--- src/rtl/trap_pkg.sv ---
package trap_pkg;
  typedef enum logic [1:0] {
    PRIV_U = 2'd0,
    PRIV_S = 2'd1,
    PRIV_H = 2'd2,
    PRIV_M = 2'd3
  } priv_e;

  typedef enum logic [1:0] {
    KIND_EXC   = 2'd0,
    KIND_INT   = 2'd1,
    KIND_XLATE = 2'd2
  } kind_e;

  // status word bit positions
  localparam int unsigned ST_SIE    = 1;
  localparam int unsigned ST_MIE    = 3;
  localparam int unsigned ST_SPIE   = 5;
  localparam int unsigned ST_MPIE   = 7;
  localparam int unsigned ST_SPP    = 8;
  localparam int unsigned ST_MPP_LO = 11;
  localparam int unsigned ST_MPP_HI = 12;

  localparam logic [3:0] CODE_ECALL_U = 4'd8;
  localparam logic [15:0] FAULT_CLASS = 16'hB0F3; // 0,1,4-7,12,13,15
endpackage

--- src/rtl/trap_cause_gen.sv ---
module trap_cause_gen
  import trap_pkg::*;
#(
  parameter int unsigned XLEN   = 32,
  parameter int unsigned CODE_W = 6
) (
  input  logic [1:0]        kind_i,
  input  logic [CODE_W-1:0] code_i,
  input  logic [1:0]        priv_i,
  input  logic              paging_on_i,
  output logic [XLEN-1:0]   cause_o,
  output logic [CODE_W-1:0] idx_o,
  output logic              is_int_o,
  output logic              has_tval_o
);
  logic [CODE_W-1:0] code_fin;
  logic [3:0]        xl_code;
  logic              low16;

  always_comb begin
    unique case (code_i[1:0])
      2'd0:    xl_code = paging_on_i ? 4'd12 : 4'd1;
      2'd1:    xl_code = paging_on_i ? 4'd13 : 4'd5;
      default: xl_code = paging_on_i ? 4'd15 : 4'd7;
    endcase
  end

  always_comb begin
    code_fin = code_i;
    if (kind_i == KIND_XLATE)
      code_fin = CODE_W'(xl_code);
    else if (kind_i == KIND_EXC && code_i == CODE_W'(CODE_ECALL_U))
      code_fin = CODE_W'(CODE_ECALL_U + {2'b00, priv_i});
  end

  assign is_int_o = (kind_i == KIND_INT);
  assign idx_o    = code_fin;

  always_comb begin
    cause_o = XLEN'(code_fin);
    cause_o[XLEN-1] = is_int_o;
  end

  generate
    if (CODE_W > 4) begin : g_wide
      assign low16 = ~|code_fin[CODE_W-1:4];
    end else begin : g_narrow
      assign low16 = 1'b1;
    end
  endgenerate

  assign has_tval_o = ~is_int_o & low16 & FAULT_CLASS[code_fin[3:0]];
endmodule

--- src/rtl/trap_deleg_sel.sv ---
module trap_deleg_sel #(
  parameter int unsigned XLEN   = 32,
  parameter int unsigned CODE_W = 6
) (
  input  logic              is_int_i,
  input  logic [CODE_W-1:0] idx_i,
  input  logic [1:0]        priv_i,
  input  logic [XLEN-1:0]   medeleg_i,
  input  logic [XLEN-1:0]   mideleg_i,
  output logic              to_s_o
);
  localparam int unsigned IDX_W = $clog2(XLEN);

  logic [IDX_W-1:0] sel;
  logic             in_range;
  logic [XLEN-1:0]  mask;

  generate
    if (CODE_W > IDX_W) begin : g_trunc
      assign sel      = idx_i[IDX_W-1:0];
      assign in_range = ~|idx_i[CODE_W-1:IDX_W];
    end else begin : g_ext
      assign sel      = IDX_W'(idx_i);
      assign in_range = 1'b1;
    end
  endgenerate

  assign mask   = is_int_i ? mideleg_i : medeleg_i;
  assign to_s_o = ~priv_i[1] & in_range & mask[sel];
endmodule

--- src/rtl/trap_status_upd.sv ---
module trap_status_upd
  import trap_pkg::*;
#(
  parameter int unsigned XLEN = 32
) (
  input  logic [XLEN-1:0] status_i,
  input  logic [1:0]      priv_i,
  input  logic            to_s_i,
  output logic [XLEN-1:0] status_o
);
  always_comb begin
    status_o = status_i;
    if (to_s_i) begin
      status_o[ST_SPIE] = status_i[ST_SIE];
      status_o[ST_SPP]  = priv_i[0];
      status_o[ST_SIE]  = 1'b0;
    end else begin
      status_o[ST_MPIE] = status_i[ST_MIE];
      status_o[ST_MPP_HI:ST_MPP_LO] = priv_i;
      status_o[ST_MIE]  = 1'b0;
    end
  end
endmodule

--- src/rtl/trap_entry_unit.sv ---
module trap_entry_unit
  import trap_pkg::*;
#(
  parameter int unsigned XLEN   = 32,
  parameter int unsigned CODE_W = 6
) (
  input  logic              clk_i,
  input  logic              rst_ni,
  input  logic              trap_valid_i,
  input  logic [1:0]        trap_kind_i,
  input  logic [CODE_W-1:0] trap_code_i,
  input  logic              paging_on_i,
  input  logic [1:0]        priv_i,
  input  logic [XLEN-1:0]   pc_i,
  input  logic [XLEN-1:0]   bad_addr_i,
  input  logic [XLEN-1:0]   medeleg_i,
  input  logic [XLEN-1:0]   mideleg_i,
  input  logic [XLEN-1:0]   stvec_i,
  input  logic [XLEN-1:0]   mtvec_i,
  input  logic [XLEN-1:0]   status_i,
  output logic [XLEN-1:0]   pc_o,
  output logic [1:0]        priv_o,
  output logic [XLEN-1:0]   status_o,
  output logic [XLEN-1:0]   scause_o,
  output logic [XLEN-1:0]   sepc_o,
  output logic [XLEN-1:0]   stval_o,
  output logic [XLEN-1:0]   mcause_o,
  output logic [XLEN-1:0]   mepc_o,
  output logic [XLEN-1:0]   mtval_o
);
  logic [XLEN-1:0]   cause;
  logic [CODE_W-1:0] idx;
  logic              is_int, has_tval, to_s;
  logic [XLEN-1:0]   status_nx;

  trap_cause_gen #(.XLEN(XLEN), .CODE_W(CODE_W)) u_cause (
    .kind_i      (trap_kind_i),
    .code_i      (trap_code_i),
    .priv_i      (priv_i),
    .paging_on_i (paging_on_i),
    .cause_o     (cause),
    .idx_o       (idx),
    .is_int_o    (is_int),
    .has_tval_o  (has_tval)
  );

  trap_deleg_sel #(.XLEN(XLEN), .CODE_W(CODE_W)) u_deleg (
    .is_int_i  (is_int),
    .idx_i     (idx),
    .priv_i    (priv_i),
    .medeleg_i (medeleg_i),
    .mideleg_i (mideleg_i),
    .to_s_o    (to_s)
  );

  trap_status_upd #(.XLEN(XLEN)) u_status (
    .status_i (status_i),
    .priv_i   (priv_i),
    .to_s_i   (to_s),
    .status_o (status_nx)
  );

  always_ff @(posedge clk_i or negedge rst_ni) begin
    if (!rst_ni) begin
      pc_o     <= '0;
      priv_o   <= PRIV_M;
      status_o <= '0;
      scause_o <= '0;
      sepc_o   <= '0;
      stval_o  <= '0;
      mcause_o <= '0;
      mepc_o   <= '0;
      mtval_o  <= '0;
    end else if (trap_valid_i) begin
      status_o <= status_nx;
      if (to_s) begin
        pc_o     <= {stvec_i[XLEN-1:2], 2'b00};
        priv_o   <= PRIV_S;
        scause_o <= cause;
        sepc_o   <= pc_i;
        if (has_tval) stval_o <= bad_addr_i;
      end else begin
        pc_o     <= {mtvec_i[XLEN-1:2], 2'b00};
        priv_o   <= PRIV_M;
        mcause_o <= cause;
        mepc_o   <= pc_i;
        if (has_tval) mtval_o <= bad_addr_i;
      end
    end
  end
endmodule

--- config.mk ---
export PLATFORM = sky130hd
export DESIGN_NAME = trap_entry_unit
export DESIGN_NICKNAME = d
export VERILOG_FILES = /design/src/rtl/trap_pkg.sv /design/src/rtl/trap_cause_gen.sv /design/src/rtl/trap_deleg_sel.sv /design/src/rtl/trap_status_upd.sv /design/src/rtl/trap_entry_unit.sv
export SDC_FILE = /design/constraint.sdc
export NUM_CORES = 1
export LEC_CHECK = 0
export BUFFER_PORTS_ARGS = -buffer_cell sky130_fd_sc_hd__buf_2
export CORE_AREA = 3 3 195 197
export DETAILED_ROUTE_END_ITERATION = 12
export DIE_AREA = 0 0 198 200
export PLACE_DENSITY = 0.54
export SYNTH_ARGS = -nofsm -noshare
export SYNTH_HDL_FRONTEND = slang
export SYNTH_SLANG_ARGS = --single-unit
--- constraint.sdc ---
create_clock -name clk_i -period 1.1 [get_ports clk_i]
set_clock_uncertainty 0.05 [all_clocks]
set_input_delay 0.22 -clock clk_i [delete_from_list [all_inputs] [get_ports clk_i]]
set_output_delay 0.22 -clock clk_i [all_outputs]
set_load 0.02 [all_outputs]
==> flow_metrics.tcl <==
set metrics [dict create \
    wirelength_um 40500 \
    io_buffer_count 438 \
    setup_violations 385 \
    hold_viol_final 0 \
    holdPathStages 4 \
    synth_area_leaders "dfrtp_1 53%, mux2_4 11%, mux2_2 7.8%" \
    area_growth_pct 90.6 \
    leakagePower_uw 0.00912 \
    vias 9105 \
    fin_crit_sh 2.45 \
    worstReg2RegStart "mepc_o[25]$_DFFE_PN0P_" \
    seq_area_frac_synth 0.533 \
    grt_pass1_vias 9488 \
    synthFlopType "dfrtp_1" \
    fp.dieH_um 200 \
    clkTransAtPathRegs_ns 0.06 \
    rows 70 \
    synth.cell_area_um2 9630 \
    drtIter0Drc 299 \
    pin_count 496 \
    yosysMostFrequentCell "dfrtp_1" \
    min_to "mcause_o[5]$_DFFE_PN0P_" \
    final_cells 2026 \
    critPathKind "primary input to flip-flop" \
    core_area_um2 36400 \
    wl_per_cell_um 20.0 \
    cts_inserted_buffers 25 \
    diodes 0 \
    maxSlewHeadroom 0.481 \
    fmax_mhz 372 \
    synth-edff-count 0 \
    ff2ff_setup_slack_ns -0.01 \
    drc_errors 0 \
    ys_ff_latch 205 \
    nets 1777 \
    r2r_end "mepc_o[25]$_DFFE_PN0P_" \
    synth_warnings 0 \
    clockRootBuffer "clkbuf_16" \
    grt_pass1_wl_um 55100 \
    min_period_ns 2.69 \
    power_density_nw_per_um2 1930 \
    r2r_cells 3 \
    wl_met1_um 16000 \
    h-tree-depth 1 \
    cts_tree "yes" \
    drive_gt1_frac 0.585 \
    clkSinkCount 205 \
    worstSetupStartpointType "primary input" \
    dr_wl_met2_um 20800 \
    dr_wl_met3_um 2610 \
    antenna_left 0 \
    topRoutingLayerUsed "met4" \
    hold_class "primary input to flip-flop" \
    grtUsageTotal 0.177 \
    worstMarginPinSlew_ns 0.779 \
    fin_ws_ns -1.59 \
    drtPass1Iterations 4 \
    synth_top_area_cell "dfrtp_1" \
    max-clock-path-buffers 3 \
    cp.arrival_ns 3.05 \
    place.gp.congestion 0.903 \
    syn_avg_cell_area_um2 13.1 \
    violations "setup timing" \
    die_area_um2 39600 \
    cp-end-kind "flip-flop" \
    max-cap-violations 0 \
    dp.cells 1671 \
    start_util 0.264 \
    worstHoldStart "trap_code_i[5]" \
    dpl.hpwl_um 23700 \
    status "finished with violations" \
    grt_max_degree 78 \
    clk_latency_ns 0.53 \
    final_max_slew_viol_count 0 \
    synthArstFlopShare 1.00 \
    yosys.cell_types.count 57 \
    antenna_found_initial 0 \
    via_per_inst 4.49 \
    gr-total-overflow 0 \
    cp.required_ns 1.46 \
    setup_tns_ns -317.11 \
    synthTopCellsByCount "204 x dfrtp_1, 68 x mux2_4, 67 x mux2_2" \
    critPathMaxFanout 8 \
    die_x_um 198 \
    syn-instance-count 734 \
    rsz0062_at_grt "yes" \
    ir_drop_v 0.000919 \
    synth_top_area_share 0.530 \
]
[state kept, by name, indices dropped and copies added (netlist names)]
| register | flops |
|---|---|
| status_o | 32 |
| mtval_o | 32 |
| scause_o | 7 |
| pc_o | 30 |
| mepc_o | 32 |
| mcause_o | 7 |
| sepc_o | 32 |
| stval_o | 32 |
| priv_o | 1 |
[cell type report]
type / instances / area (um2)
Clock inverter: 7 / 46.3
Sequential cell: 205 / 5130
Timing Repair Buffer: 825 / 7290
Tap cell: 468 / 586
Fill cell: 3017 / 18100
Multi-Input combinational cell: 479 / 4510
Inverter: 3 / 11.3
Clock buffer: 39 / 768
[critical path: stages]
cell and delay, ns:
buf_8 0.10, nor4_4 0.34, buf_4 0.18, a31o_4 0.20, mux2i_1 0.10, mux2_4 0.29, a2111oi_4 0.36, o32a_1 0.23
o21bai_4 0.20, nand2b_4 0.30, clkbuf_16 0.20, mux2_4 0.30
[what timing repair did]
item | CTS | global route
setup endpoints to repair | 385 | 385
buffers inserted | 67 | 72
gates cloned | 7 | 9
resized for setup | 439 | 109
pin swaps | 10 | 15
endpoints found under the hold margin | 395 | 0
hold buffers | 157 | 0
[routing by layer]
metal | track usage | vias up
li1 | - | 4119
met1 | 0.210 | 4524
met2 | 0.324 | 390
met3 | 0.0371 | 72
met4 | 0.0519 | 0
met5 | 0 | -
[through the flow]
| step | setup slack (ns) | cell area (um2) | hold WS, ns | power [uW] | utilization |
|---|---|---|---|---|---|
| 2_1_floorplan | -1.93 | 9970 | -0.126 | 16700 | - |
| 3_3_place_gp | -2.27 | 12700 | 0.0844 | 20300 | 0.348 |
| 3_5_place_dp | -2.27 | 12700 | 0.0878 | 20400 | 0.348 |
| 4_1_cts | -1.56 | 17200 | 0.0222 | 33200 | 0.471 |
| 5_1_grt | -1.66 | 18300 | 0.0251 | 36900 | 0.504 |
| 6_report | -1.59 | 18300 | 0.0229 | 35400 | 0.504 |
[placed cells by master (no fill, tap or decap), drive strengths merged, types with 2 or more instances in the layout]
master | Yosys | final
dfrtp | 204 | 204
conb | 2 | 53
a31o | 4 | 4
a21oi | 41 | 41
nand3 | 7 | 7
a211oi | 7 | 7
clkinv | 0 | 3
a21o | 2 | 2
a311oi | 3 | 3
nand2b | 4 | 4
o21ai | 12 | 12
nand4 | 5 | 5
o211ai | 3 | 3
inv | 3 | 4
mux2 | 165 | 165
nor2b | 4 | 4
and3 | 7 | 7
dlygate4sd3 | 0 | 157
o31ai | 4 | 4
and2 | 3 | 3
nor3 | 3 | 3
nand2 | 35 | 35
clkinvlp | 0 | 3
a31oi | 4 | 4
or3 | 2 | 2
nor2 | 44 | 44
a2111oi | 7 | 7
mux2i | 43 | 43
clkbuf | 18 | 48
buf | 80 | 659
[worst max path at each step]
stage                     slack, ns  cells after the start      startpoint                      end
after floorplan               -1.93                     14  trap_code_i[1]  mtval_o[10]$_DFFE_PN0P_
after global placement        -2.27                     13  trap_kind_i[0]  mtval_o[31]$_DFFE_PN0P_
after detailed placement      -2.27                     14  trap_kind_i[0]     pc_o[15]$_DFFE_PN0P_
after CTS                     -1.56                     13  trap_code_i[0]   stval_o[8]$_DFFE_PN0P_
after global routing          -1.66                     12  trap_kind_i[0]  mtval_o[19]$_DFFE_PN0P_
final                         -1.59                     12  trap_kind_i[0]   mtval_o[6]$_DFFE_PN0P_
[report_power, final]
group	internal [uW]	switching [uW]	leakage, uW
logic	9350	6630	0.00630
registers	9610	1740	0.00242
clock network	4790	3320	0.000395
[cells by family (layout without fill, tap and decap cells)]
kind of cell,Yosys count,count (layout),share of synthesized area
AOI/OAI and AO/OA,98,98,0.0677
muxes,208,208,0.264
other,2,53,0.000780
buffers and inverters,101,874,0.0720
DFF,205,205,0.533
and+or+nand+nor,120,120,0.0621
Power figures use the tool's default switching activity.
